### src/rtl/mpwm_pkg.sv
`timescale 1ns/1ps
package mpwm_pkg;

  // Interleave mode selected by the mode pin.
  typedef enum logic {
    MODE_TRI  = 1'b0,
    MODE_DUAL = 1'b1
  } mode_e;

  // Registered result of one phase slice.
  typedef struct packed {
    logic pwm;
    logic stb;
  } ph_out_t;

  localparam int unsigned NUM_PH = 3;

endpackage

### src/rtl/mpwm_timebase.sv
`timescale 1ns/1ps
module mpwm_timebase #(
  parameter int unsigned CW  = 12,
  parameter int unsigned NPH = 3
) (
  input  logic                    clk,
  input  logic                    rst_n,
  input  logic [CW-1:0]           period_i,
  input  mpwm_pkg::mode_e         mode_i,
  output logic [NPH-1:0]          term_o,
  output logic [NPH-1:0][CW-1:0]  ramp_o,
  output logic [CW-1:0]           third_o
);

  logic [CW-1:0]          cnt_q;
  logic [CW-1:0]          cnt_d;
  logic                   wrap;
  logic [CW-1:0]          third;
  logic [CW-1:0]          half;
  logic [NPH-1:0][CW-1:0] off;

  assign third = period_i / CW'(3);
  assign half  = period_i >> 1;

  // Wrap at the end of the period; cnt = 0 is the phase-1 termination point.
  assign wrap = (period_i <= CW'(1)) || (cnt_q >= period_i - CW'(1));

  always_comb begin
    if (wrap) cnt_d = '0;
    else      cnt_d = cnt_q + 1'b1;
  end

  always_ff @(posedge clk or negedge rst_n) begin
    if (!rst_n) cnt_q <= '0;
    else        cnt_q <= cnt_d;
  end

  genvar k;
  generate
    for (k = 0; k < NPH; k++) begin : g_off
      // Termination offset of phase k within the period.
      assign off[k] = (mode_i == mpwm_pkg::MODE_DUAL) ? (CW'(k) * half)
                                                      : (CW'(k) * third);
      assign term_o[k] = (cnt_q == off[k]);
      // Ramp is the distance since this phase's own termination, modulo period.
      assign ramp_o[k] = (cnt_q >= off[k]) ? (cnt_q - off[k])
                                           : (cnt_q + period_i - off[k]);
    end
  endgenerate

  assign third_o = third;

  // The counter only ever steps by one or returns to zero.
  assert_count_step_R2: assert property (@(posedge clk) disable iff (!rst_n)
    (cnt_q != '0) |-> (cnt_q == $past(cnt_q) + 1'b1));

  // Phase-1 termination is followed by position 1 for any usable period.
  assert_period_restart_R2: assert property (@(posedge clk) disable iff (!rst_n)
    (term_o[0] && period_i >= CW'(6) && $stable(period_i)) |=> (cnt_q == CW'(1)));

endmodule

### src/rtl/mpwm_phase.sv
`timescale 1ns/1ps
module mpwm_phase #(
  parameter int unsigned CW = 12
) (
  input  logic              clk,
  input  logic              rst_n,
  input  logic              en_i,
  input  logic              term_i,
  input  logic [CW-1:0]     ramp_i,
  input  logic [CW-1:0]     third_i,
  input  logic [CW-1:0]     duty_i,
  input  logic [CW-1:0]     corr_i,
  output mpwm_pkg::ph_out_t out_o
);

  logic [CW-1:0] cmp;
  logic          set_ok;
  logic          pwm_q, pwm_d;
  logic          stb_q, stb_d;

  // Compare level, clamped at zero when the correction exceeds the command.
  assign cmp = (corr_i > duty_i) ? '0 : (duty_i - corr_i);

  // Rise allowed only once the forced off interval is over and the ramp crossed.
  assign set_ok = (ramp_i >= third_i) && (ramp_i >= cmp);

  always_comb begin
    pwm_d = pwm_q;
    stb_d = 1'b0;
    if (!en_i) begin
      pwm_d = 1'b0;
    end else if (term_i) begin
      pwm_d = 1'b0;
      stb_d = 1'b1;
    end else if (set_ok) begin
      pwm_d = 1'b1;
    end
  end

  always_ff @(posedge clk or negedge rst_n) begin
    if (!rst_n) begin
      pwm_q <= 1'b0;
      stb_q <= 1'b0;
    end else begin
      pwm_q <= pwm_d;
      stb_q <= stb_d;
    end
  end

  assign out_o.pwm = pwm_q;
  assign out_o.stb = stb_q;

  // Checker state: cycles since the last termination strobe, saturating.
  logic [CW-1:0] since_q;
  always_ff @(posedge clk or negedge rst_n) begin
    if (!rst_n)     since_q <= '1;
    else if (stb_d) since_q <= '0;
    else if (since_q != '1) since_q <= since_q + 1'b1;
  end

  assert_term_low_R5: assert property (@(posedge clk) disable iff (!rst_n)
    stb_q |-> !pwm_q);

  assert_off_hold_R6: assert property (@(posedge clk) disable iff (!rst_n)
    ($stable(third_i) && since_q < third_i) |-> !pwm_q);

  assert_fall_only_at_term_R8: assert property (@(posedge clk) disable iff (!rst_n)
    ($fell(pwm_q) && $past(en_i)) |-> stb_q);

endmodule

### src/rtl/mphase_pwm.sv
`timescale 1ns/1ps
module mphase_pwm #(
  parameter int unsigned CNT_W = 12
) (
  input  logic                  clk,
  input  logic                  rst_n,
  input  logic [CNT_W-1:0]      period_i,
  input  logic [CNT_W-1:0]      duty_i,
  input  logic [2:0][CNT_W-1:0] corr_i,
  input  logic                  two_phase_i,
  output logic [2:0]            pwm_o,
  output logic [2:0]            term_stb_o
);

  localparam int unsigned NPH = mpwm_pkg::NUM_PH;

  mpwm_pkg::mode_e                mode;
  logic [NPH-1:0]                 term;
  logic [NPH-1:0][CNT_W-1:0]      ramp;
  logic [CNT_W-1:0]               third;
  mpwm_pkg::ph_out_t [NPH-1:0]    ph_out;

  assign mode = mpwm_pkg::mode_e'(two_phase_i);

  mpwm_timebase #(.CW(CNT_W), .NPH(NPH)) i_timebase (
    .clk      (clk),
    .rst_n    (rst_n),
    .period_i (period_i),
    .mode_i   (mode),
    .term_o   (term),
    .ramp_o   (ramp),
    .third_o  (third)
  );

  genvar k;
  generate
    for (k = 0; k < NPH; k++) begin : g_ph
      logic en;
      if (k < 2) begin : g_always_on
        assign en = 1'b1;
      end else begin : g_tri_only
        assign en = (mode == mpwm_pkg::MODE_TRI);
      end

      mpwm_phase #(.CW(CNT_W)) i_phase (
        .clk     (clk),
        .rst_n   (rst_n),
        .en_i    (en),
        .term_i  (term[k]),
        .ramp_i  (ramp[k]),
        .third_i (third),
        .duty_i  (duty_i),
        .corr_i  (corr_i[k]),
        .out_o   (ph_out[k])
      );

      assign pwm_o[k]      = ph_out[k].pwm;
      assign term_stb_o[k] = ph_out[k].stb;
    end
  endgenerate

  assert_dual_parks_ph3_R4: assert property (@(posedge clk) disable iff (!rst_n)
    two_phase_i |=> (!pwm_o[2] && !term_stb_o[2]));

  assert_stb_distinct_R3: assert property (@(posedge clk) disable iff (!rst_n)
    (period_i >= CNT_W'(6)) |-> $onehot0(term_stb_o));

endmodule

### config.mk
export PLATFORM = sky130hd
export DESIGN_NAME = mphase_pwm
export DESIGN_NICKNAME = d
export VERILOG_FILES = /design/src/rtl/mpwm_pkg.sv /design/src/rtl/mpwm_timebase.sv /design/src/rtl/mpwm_phase.sv /design/src/rtl/mphase_pwm.sv
export SDC_FILE = /design/constraint.sdc
export NUM_CORES = 1
export LEC_CHECK = 0
export BUFFER_PORTS_ARGS = -buffer_cell sky130_fd_sc_hd__buf_2
export CAP_MARGIN = 20
export CORE_MARGIN = 2
export CORE_UTILIZATION = 50
export DETAILED_ROUTE_END_ITERATION = 10
export PLACE_DENSITY = 0.7
export SYNTH_ARGS = -nofsm -noshare
export SYNTH_HDL_FRONTEND = slang
export SYNTH_SLANG_ARGS = --single-unit
### constraint.sdc
create_clock -name clk -period 10.5 [get_ports clk]
set_input_delay 0.525 -clock clk [delete_from_list [all_inputs] [get_ports clk]]
set_output_delay 0.525 -clock clk [all_outputs]
set_load 0.1 [all_outputs]
==> results.json, run 1 <==
{
  "status": "finished, final reports clean",
  "synth_nets": 1334,
  "dpl.hpwl_microns": 18010,
  "wl_per_cell_microns": 16.35,
  "ant_nets": 0,
  "drt-met1-wl_microns": 10690,
  "grt_max_degree": 25,
  "area_growth_syn_to_layout_pct": 6.834,
  "pin_count": 69,
  "drive_gt1_frac": 0.09566,
  "worstHoldPathType": "in -> async",
  "final-setup-viol-count": 0,
  "max_stage_delay_ns": 0.57,
  "synth_ff_type": "dfrtp_1",
  "route.met3.wl_microns": 872,
  "rsz0062_at_grt": "no",
  "drtPass1Iterations": 5,
  "cts_tree": "yes",
  "tns_ns": 0,
  "yosysSeqAreaShare": 0.05604,
  "syn-cell-area_sq_um": 8038,
  "p_leak_uw": 0.004314,
  "numCtsBuffers": 3,
  "fin_crit_sh": 0.8605,
  "antenna_found_initial": 0,
  "switching_share": 0.5338,
  "row_count": 46,
  "synth_warnings": 0,
  "core-area_sq_um": 15770,
  "final_common_cell": "ha_1",
  "yosys.area.top_type_share": 0.2740,
  "diodes": 0,
  "fmax_mhz": 110.7,
  "max_slew_margin": 0.2808,
  "start_kind": "input port",
  "die_y_microns": 130.8,
  "fp.dieW_microns": 130.8,
  "yosys.area.top_type": "ha_1",
  "cp_slowest_cell": "or4b_2",
  "power_density_nw_per_um2": 264.6,
  "drv_cap": 0,
  "gp_congestion": 0.9305,
  "crit_fanout": 23,
  "nNetsFinal": 1377,
  "worstPathRequired_ns": 10.64,
  "clk_pin_slew_worst_paths_ns": 0.06,
  "ys_ff_latch": 18,
  "grt_pass1_vias": 7138,
  "p_sw_uw": 1213,
  "highest-signal-layer": "met4",
  "worstSetupEndpointType": "flip-flop",
  "clkLatencyLatePin_ns": 0.25,
  "async_flop_share": 1.000,
  "syn_inst": 1087,
  "synth-edff-count": 0,
  "portBuffers": 68,
  "period_needed_ns": 9.035,
  "drc": 0,
  "wl_met2_microns": 10100,
  "final_cell_mix": "ha_1 (176), nand2_1 (99), inv_1 (95), a21oi_1 (87), nor2_1 (70)",
  "clock_skew_ns": 0.001191,
  "vias": 7899,
  "finalHoldWorstSlack_ns": 0.2297,
  "worstMarginPinSlew_ns": 1.052,
  "cts_root_buffer": "clkbuf_16",
  "ctsResizeCount": 0,
  "slew_viol_final": 0,
  "drtIter0Drc": 543,
  "dieArea_sq_um": 17110,
  "postSynthAreaPerCell_sq_um": 7.394,
  "cts.sinks": 18,
  "seqPwrFrac": 0.067,
  "hold_buffers": 0,
  "pwr-share-clk": 0.039,
  "start_util": 0.5097,
  "ys_types": 79,
  "grt_overflow": 0,
  "combinationalPowerShare": 0.894,
  "hold_viol": 0,
  "routed_wl_microns": 21990,
  "cts_max_path_buffers": 2,
  "path_class": "in -> reg",
  "track_usage": 0.2586,
  "htree_levels": 1,
  "yosys-top-cells-area": "ha_1 (27%), xnor2_1 (6.2%), dfrtp_1 (5.6%), a21oi_1 (5.4%), a21o_1 (4.8%)",
  "grt_first_pass_wirelength_microns": 35510,
  "p_int_uw": 1059,
  "worstPathArrival_ns": 9.18,
  "post_cts_buffers": 0,
  "ir_drop_mv": 0.1581,
  "via_per_inst": 5.873
}
## registers in the layout (all words and copies together), names as in the netlist
register            flops
g_ph.i_phase.stb_q      3
i_timebase.cnt_q       12
g_ph.i_phase.pwm_q      3
## per-layer routing
metal,vias up,global-route usage
met5,-,0
met4,0,0.04631
met3,24,0.01710
met2,191,0.4332
met1,3664,0.3706
li1,4020,-
## synthesized netlist by cell type (5+ instances only)
| library cell | instances |
|---|---|
| clkbuf_1 | 17 |
| xor2_1 | 22 |
| o211ai_1 | 8 |
| o21bai_1 | 8 |
| a21oi_1 | 87 |
| nand4_1 | 17 |
| a2111oi_0 | 5 |
| or2_2 | 5 |
| mux2_2 | 7 |
| nor4_1 | 8 |
| a31oi_1 | 7 |
| ha_1 | 176 |
| nand2b_1 | 13 |
| o31ai_1 | 11 |
| a211oi_1 | 13 |
| o21ai_0 | 68 |
| or3_1 | 9 |
| nor3_1 | 30 |
| nand3_1 | 18 |
| nand3b_1 | 10 |
| o21a_1 | 13 |
| inv_1 | 95 |
| nand2_1 | 99 |
| a21boi_0 | 14 |
| buf_4 | 14 |
| and3_1 | 14 |
| dfrtp_1 | 18 |
| nor2_1 | 70 |
| mux2i_1 | 5 |
| a21o_1 | 51 |
| nor2b_1 | 14 |
| xnor2_1 | 57 |
| fa_1 | 8 |
## cell families (layout without fill, tap and decap cells)
| family | after synthesis | in the layout | share of synthesized area |
|---|---|---|---|
| buffers and inverters | 133 | 175 | 0.07020 |
| multiplexers | 12 | 12 | 0.01603 |
| AO/OA/AOI/OAI | 327 | 327 | 0.2676 |
| flip-flops | 18 | 18 | 0.05604 |
| XOR/XNOR | 79 | 79 | 0.08608 |
| AND/OR/NAND/NOR | 333 | 333 | 0.2089 |
| adder cells (fa/ha/maj) | 185 | 185 | 0.2951 |
## power groups by stage
stage / clock network [uW] / registers [uW] / logic (uW)
4_1_cts: 89.6 / 151 / 2020
3_5_place_dp: 0 / 152 / 2000
5_1_grt: 92.8 / 155 / 2300
3_3_place_gp: 0 / 152 / 1960
6_report: 88.6 / 152 / 2030
2_1_floorplan: 0 / 120 / 1580
## layout make-up
class | instances | area, sq um
tap | 216 | 270.3
timing repair buffer | 74 | 385.4
clock buffer | 4 | 88.84
sequential | 18 | 450.4
multi-input combinational | 936 | 7028
fill | 1610 | 7183
inverter | 97 | 364.1
## final timing paths
kind | startpoint | to | slack, ns | cells after the start
min in group clk | g_ph[0].i_phase.pwm_q | g_ph[0].i_phase.pwm_q | 0.65 | 2
worst max-delay path | period_i[10] | g_ph[2].i_phase.pwm_q | 1.46 | 34
worst max register to register | i_timebase.cnt_q[1] | g_ph[1].i_phase.pwm_q | 4.44 | 22
max in group asynchronous | rst_n | g_ph[1].i_phase.stb_q | 9.93 | 1
worst min-delay path | rst_n | g_ph[2].i_phase.stb_q | 0.23 | 1
worst min register to register | g_ph[0].i_phase.pwm_q | g_ph[0].i_phase.pwm_q | 0.65 | 2
## critical path: cells and delay by family
| kind | cells | cell delay [ns] |
|---|---|---|
| compound gates | 22 | 5.12 |
| simple gates | 6 | 1.68 |
| fa+ha+maj | 3 | 0.84 |
| buf+inv | 2 | 0.71 |
| mux | 1 | 0.28 |
## through the flow
step | instances | instance area (sq um) | worst slack [ns] | power, uW | utilization
2_1_floorplan | 1087 | 8038 | 2.083 | 1697 | -
4_1_cts | 1345 | 8587 | 1.599 | 2256 | 0.5445
3_3_place_gp | 1340 | 8491 | 1.342 | 2115 | 0.5384
6_report | 1345 | 8587 | 1.465 | 2272 | 0.5445
5_1_grt | 1345 | 8587 | 0.8681 | 2551 | 0.5445
3_5_place_dp | 1341 | 8498 | 1.367 | 2150 | 0.5389
Power figures use the tool's default switching activity.
==> inputs of run 2 (changes only) <==
--- a/config.mk
+++ b/config.mk
@@ -7,7 +7,6 @@
 export LEC_CHECK = 0
 export BUFFER_PORTS_ARGS = -buffer_cell sky130_fd_sc_hd__buf_2
 export CAP_MARGIN = 20
-export CORE_MARGIN = 2
 export CORE_UTILIZATION = 50
 export DETAILED_ROUTE_END_ITERATION = 10
 export PLACE_DENSITY = 0.7
==> run 2 against run 1 <==
Sequential share of layout area is essentially flat. Critical path depth is 2 higher. Final area rose by 0.25%. Hold slack lost 0.027 ns. Sequential power fell by 5%. Highest routed layer unchanged. Via count grew 0.52%.
==> results.json, run 2 (synthesis results as in run 1) <==
{
  "status": "finished, final reports clean",
  "drtIter0Drc": 447,
  "grt_pass1_vias": 7181,
  "numCtsBuffers": 3,
  "drive_gt1_frac": 0.09717,
  "antenna_found_initial": 0,
  "portBuffers": 68,
  "pin_count": 69,
  "worstPathArrival_ns": 9.57,
  "drtPass1Iterations": 5,
  "row_count": 45,
  "pwr-share-clk": 0.040,
  "start_kind": "input port",
  "hold_buffers": 0,
  "power_density_nw_per_um2": 265.1,
  "ant_nets": 0,
  "tns_ns": 0,
  "worstHoldPathType": "in -> async",
  "top_register": "i_timebase.cnt_q",
  "p_leak_uw": 0.004339,
  "clkLatencyLatePin_ns": 0.26,
  "seqPwrFrac": 0.063,
  "grt_busiest_layer": "met2",
  "area_growth_syn_to_layout_pct": 7.098,
  "drc": 0,
  "use_met2": 0.4423,
  "dpl_worst_slack_ns": 1.010,
  "hold_viol": 0,
  "cp_top_family": "compound AO/OA/AOI/OAI gates",
  "vias": 7940,
  "core-area_sq_um": 15430,
  "path_class": "in -> reg",
  "final_cell_mix": "ha_1 (176), nand2_1 (99), inv_1 (95), a21oi_1 (87), nor2_1 (70)",
  "htree_levels": 1,
  "clock_skew_ns": 0.01559,
  "max_slew_margin": 0.3963,
  "routed_wl_microns": 22110,
  "slew_viol_final": 0,
  "grt_first_pass_wirelength_microns": 35620,
  "cp_slowest_cell": "a2111oi_2",
  "top_regs": "i_timebase.cnt_q x12, g_ph.i_phase.pwm_q x3, g_ph.i_phase.stb_q x3",
  "cts.sinks": 18,
  "switching_share": 0.5344,
  "grt_use_met1": 0.3787,
  "worstSetupEndpointType": "flip-flop",
  "crit_fanout": 22,
  "ctsResizeCount": 0,
  "period_needed_ns": 9.415,
  "grt_overflow": 0,
  "ir_drop_mv": 0.1350,
  "cts_tree": "yes",
  "cts_root_buffer": "clkbuf_16",
  "drv_cap": 0,
  "max_stage_delay_ns": 0.58,
  "crit_buf_inv": 2,
  "setup_slack_ns": 1.085,
  "fin_crit_sh": 0.8967,
  "dieArea_sq_um": 16590,
  "nNetsFinal": 1380,
  "p_int_uw": 1062,
  "rsz0062_at_grt": "no",
  "diodes": 0,
  "combinationalPowerShare": 0.897,
  "die_y_microns": 128.8,
  "fp.dieW_microns": 128.8,
  "p_sw_uw": 1219,
  "worstPathRequired_ns": 10.66,
  "final-setup-viol-count": 0,
  "grt_use_met3": 0.02786,
  "clk_pin_slew_worst_paths_ns": 0.07,
  "gp_congestion": 0.9213,
  "fmax_mhz": 106.2,
  "start_util": 0.5210,
  "dpl.hpwl_microns": 18070,
  "wl_per_cell_microns": 16.46,
  "cpMostUsedCell": "a21o_1",
  "via_per_inst": 5.912,
  "grt_max_degree": 25,
  "track_usage": 0.2679,
  "post_cts_buffers": 0,
  "largest_reg_flops": 12,
  "worstMarginPinSlew_ns": 0.8827,
  "final_common_cell": "ha_1",
  "cts_max_path_buffers": 2
}
## run 2: cell types whose count changed in the layout (fill, tap and decap cells not counted), sizes merged
| cell | delta |
|---|---|
| buf | +2 |
| dlymetal6s2s | +1 |
## run 2: metrics by stage
step / utilization / cells / hold slack [ns] / power, uW / area, sq um
floorplan: - / 1087 / 0.2294 / 1697 / 8038
global placement: 0.5514 / 1338 / 0.5047 / 2117 / 8507
detailed placement: 0.5514 / 1338 / 0.5035 / 2155 / 8507
CTS: 0.5572 / 1342 / 0.2232 / 2264 / 8596
global route: 0.5580 / 1343 / 0.2430 / 2565 / 8608
finish: 0.5580 / 1343 / 0.2024 / 2282 / 8608
## run 2: layer usage
metal,vias up,share of wire
li1,4036,-
met5,-,0
met4,0,0.015
met2,207,0.45
met1,3672,0.48
met3,25,0.053
## run 2: area by class of cell
class / instances / area, sq um
Clock buffer: 4 / 88.84
Fill cell: 1518 / 6819
Inverter: 97 / 364.1
Multi-Input combinational cell: 936 / 7028
Sequential cell: 18 / 450.4
Tap cell: 211 / 264.0
Timing Repair Buffer: 77 / 412.9
## run 2: path summary, 6_finish.rpt
check / from / to / slack, ns / cells past startpoint
worst max register to register: i_timebase.cnt_q[2] / g_ph[2].i_phase.pwm_q / 4.12 / 22
max in group asynchronous: rst_n / i_timebase.cnt_q[11] / 9.96 / 1
min in group clk: g_ph[0].i_phase.pwm_q / g_ph[0].i_phase.pwm_q / 0.66 / 2
worst min-delay path: rst_n / g_ph[2].i_phase.pwm_q / 0.20 / 1
worst max-delay path: period_i[10] / g_ph[2].i_phase.pwm_q / 1.08 / 36
worst min register to register: g_ph[0].i_phase.pwm_q / g_ph[0].i_phase.pwm_q / 0.66 / 2
## run 2: power groups by stage
stage	combinational (uW)	sequential, uW	clock [uW]
after CTS	2030	141	90.9
after detailed placement	2010	143	0
after global routing	2330	145	93.8
after floorplan	1580	120	0
final	2050	144	91.2
after global placement	1970	142	0
==> inputs of run 3 (changes only) <==
--- a/config.mk
+++ b/config.mk
@@ -5,10 +5,12 @@
 export SDC_FILE = /design/constraint.sdc
 export NUM_CORES = 1
 export LEC_CHECK = 0
+export ABC_AREA = 1
 export BUFFER_PORTS_ARGS = -buffer_cell sky130_fd_sc_hd__buf_2
 export CAP_MARGIN = 20
 export CORE_UTILIZATION = 50
 export DETAILED_ROUTE_END_ITERATION = 10
+export HOLD_SLACK_MARGIN = 0.06
 export PLACE_DENSITY = 0.7
 export SYNTH_ARGS = -nofsm -noshare
 export SYNTH_HDL_FRONTEND = slang
==> constraint.sdc (replaced) <==
create_clock -name clk -period 10.5 [get_ports clk]
set_input_delay 1.05 -clock clk [delete_from_list [all_inputs] [get_ports clk]]
set_output_delay 1.05 -clock clk [all_outputs]
set_load 0.1 [all_outputs]
==> run 3 against run 2 <==
Highest routed layer unchanged. Register-to-register slack better by 1.4 ns. Critical path depth is 12 higher. Worst setup slack gained 1.6 ns. Combinational power down 16%. Clock power grew 2.2%. Synthesized area is 9.9% lower. Sequential power down 8%. Count of clock-buffer cells in the layout is the same.
==> results.json, run 3 <==
{
  "yosys-top-cells-area": "ha_1 (30%), inv_1 (9.8%), nand2_1 (9.6%), a21oi_1 (7.4%), dfrtp_1 (6.2%)",
  "power_density_nw_per_um2": 250.1,
  "numCtsBuffers": 3,
  "fp.dieW_microns": 122.3,
  "crit_buf_inv": 6,
  "synth_warnings": 0,
  "worstPathArrival_ns": 8.02,
  "p_total_uw": 1952,
  "top_regs": "i_timebase.cnt_q x12, g_ph.i_phase.pwm_q x3, g_ph.i_phase.stb_q x3",
  "core-area_sq_um": 13990,
  "ir_drop_mv": 0.1428,
  "slew_viol_final": 0,
  "routed_wl_microns": 17620,
  "placedCellCount": 1318,
  "die_y_microns": 122.3,
  "max_slew_margin": 0.2445,
  "drive_gt1_frac": 0.1138,
  "dpl-instance-area_sq_um": 7717,
  "postSynthAreaPerCell_sq_um": 6.659,
  "nNetsFinal": 1390,
  "ys_ff_latch": 18,
  "max_stage_delay_ns": 0.48,
  "switching_share": 0.5708,
  "dpl.hpwl_microns": 15290,
  "stdcell_area_sq_um": 7806,
  "synth_most_common_cell": "inv_1",
  "tns_ns": 0,
  "post_cts_buffers": 0,
  "yosysSeqAreaShare": 0.06223,
  "drtIter0Drc": 346,
  "vias": 6938,
  "cpMostUsedCell": "nand2_1",
  "syn-cell-area_sq_um": 7238,
  "fin_crit_sh": 0.7456,
  "drc": 0,
  "clk_pin_slew_worst_paths_ns": 0.06,
  "grt_pass1_vias": 6394,
  "yosys.area.top_type": "ha_1",
  "clkLatencyLatePin_ns": 0.27,
  "portBuffers": 68,
  "final-setup-viol-count": 0,
  "pwr-share-clk": 0.048,
  "clock_skew_ns": 0.007339,
  "cp_slowest_cell": "nand2_1",
  "final_cell_mix": "inv_1 (189), nand2_1 (185), ha_1 (176), a21oi_1 (107)",
  "cp_top_family": "simple AND/OR/NAND/NOR gates",
  "worstMarginPinSlew_ns": 1.131,
  "cts_tree": "yes",
  "combinationalPowerShare": 0.884,
  "multiInputGateArea_sq_um": 5958,
  "ys_types": 44,
  "syn_inst": 1087,
  "synth-edff-count": 0,
  "area_growth_syn_to_layout_pct": 7.848,
  "period_needed_ns": 7.829,
  "hold_viol": 0,
  "ctsResizeCount": 0,
  "wl_per_cell_microns": 13.33,
  "antenna_found_initial": 0,
  "final_common_cell": "inv_1",
  "worstSetupEndpointType": "flip-flop",
  "p_leak_uw": 0.004417,
  "worstHoldPathType": "reg -> reg",
  "grt_max_degree": 22,
  "dieArea_sq_um": 14960,
  "yosys.area.top_type_share": 0.3042,
  "grt_overflow": 0,
  "synth_nets": 1334,
  "row_count": 43,
  "via_per_inst": 5.248,
  "drv_cap": 0,
  "hold_start": "g_ph[2].i_phase.pwm_q",
  "seqPwrFrac": 0.068,
  "largest_reg_flops": 12,
  "cts_max_path_buffers": 2,
  "drtPass1Iterations": 5,
  "layout.cells.non_filler": 1322,
  "worstPathRequired_ns": 10.69,
  "async_flop_share": 1.000,
  "rsz0062_at_grt": "no",
  "cts.sinks": 18,
  "fillers": 1416,
  "status": "finished, final reports clean",
  "path_class": "in -> reg",
  "diodes": 0,
  "register_area_sq_um": 450.4,
  "pin_count": 69,
  "fmax_mhz": 127.7,
  "htree_levels": 1,
  "regToRegStartpoint": "i_timebase.cnt_q[0]",
  "start_util": 0.5174,
  "p_int_uw": 837.9,
  "synth_ff_type": "dfrtp_1",
  "track_usage": 0.2507,
  "synth_commonest_cells": "inv_1 (189), nand2_1 (185), ha_1 (176)",
  "gp_congestion": 0.8881,
  "cts_root_buffer": "clkbuf_16",
  "hold_buffers": 0,
  "grt_first_pass_wirelength_microns": 30100,
  "top_register": "i_timebase.cnt_q",
  "crit_start": "period_i[11]",
  "finish.utilization": 0.5581,
  "crit_fanout": 18,
  "p_sw_uw": 1114,
  "ant_nets": 0,
  "start_kind": "input port"
}
run 3: cell types whose count changed after synthesis, moves of 14 or more:
cell | before | now
a21oi_1 | 87 | 107
xnor2_1 | 57 | 16
nor2b_1 | 14 | 0
nand3_1 | 18 | 47
nand2_2 | 0 | 15
nor3_1 | 30 | 7
nand2_1 | 99 | 185
a21o_1 | 51 | 8
inv_1 | 95 | 189
xor2_1 | 22 | 36
run 3: worst register-to-register path, stage by stage, from the launching register on:
cell and delay (ns):
dfrtp_1 0.44, ha_1 0.23, fa_1 0.40, xor2_1 0.37
ha_1 0.36, a21o_1 0.23, a21oi_1 0.20, o21bai_1 0.10
a21oi_1 0.23, nor2_1 0.06, o21ai_0 0.18, nand2_1 0.11
a21o_1 0.18, a21oi_1 0.16, o21ai_0 0.11, o21ai_0 0.10
inv_1 0.09, ha_1 0.29, nand3_1 0.09, nor3_1 0.39
and3_1 0.22, nand2_1 0.08, nand2_1 0.07, nand2_1 0.06
a21oi_2 0.12
run 3: cells by family after synthesis:
| group | after synthesis | synth area share |
|---|---|---|
| AOI/OAI and AO/OA | 234 | 0.1857 |
| xor gates and xnor gates | 52 | 0.06292 |
| muxes | 6 | 0.008298 |
| and+or+nand+nor | 379 | 0.2389 |
| buffers and inverters | 214 | 0.1156 |
| DFF | 18 | 0.06223 |
| adders and majority gates | 184 | 0.3264 |
run 3: layer usage:
layer  vias up  wire [microns]  GRT usage
li1       3742               -          -
met1      3071            8820     0.3383
met2       109            7993     0.4308
met3        16             573    0.02463
met4         0             229    0.04878
met5         -               0          0
run 3: final timing paths:
path	endpoint	slack (ns)	cells after the start
worst max-delay path	g_ph[1].i_phase.pwm_q	2.67	48
worst min-delay path	g_ph[2].i_phase.pwm_q	0.50	2
worst max register to register	g_ph[1].i_phase.pwm_q	5.54	24
worst min register to register	g_ph[2].i_phase.pwm_q	0.50	2
max in group asynchronous	g_ph[1].i_phase.stb_q	9.42	1
min in group asynchronous	i_timebase.cnt_q[3]	0.74	1
run 3: power groups by stage:
stage | combinational (uW) | sequential (uW) | clock, uW
6_report | 1730 | 133 | 93.2
5_1_grt | 2000 | 137 | 97.8
4_1_cts | 1720 | 134 | 94.7
3_5_place_dp | 1700 | 135 | 0
3_3_place_gp | 1670 | 135 | 0
2_1_floorplan | 1330 | 115 | 0
run 3: metrics by stage:
stage | hold slack [ns] | worst slack [ns]
finish | 0.5046 | 2.671
CTS | 0.5083 | 2.812
global route | 0.5128 | 1.893
detailed placement | 0.4949 | 2.578
global placement | 0.4824 | 2.703
floorplan | 0.4637 | 3.311
run 3: layout make-up:
| type | count | area share |
|---|---|---|
| Sequential cell | 18 | 0.05770 |
| Multi-Input combinational cell | 855 | 0.7633 |
| Clock buffer | 4 | 0.01138 |
| Tap cell | 180 | 0.02885 |
| Timing Repair Buffer | 69 | 0.04456 |
| Inverter | 196 | 0.09425 |
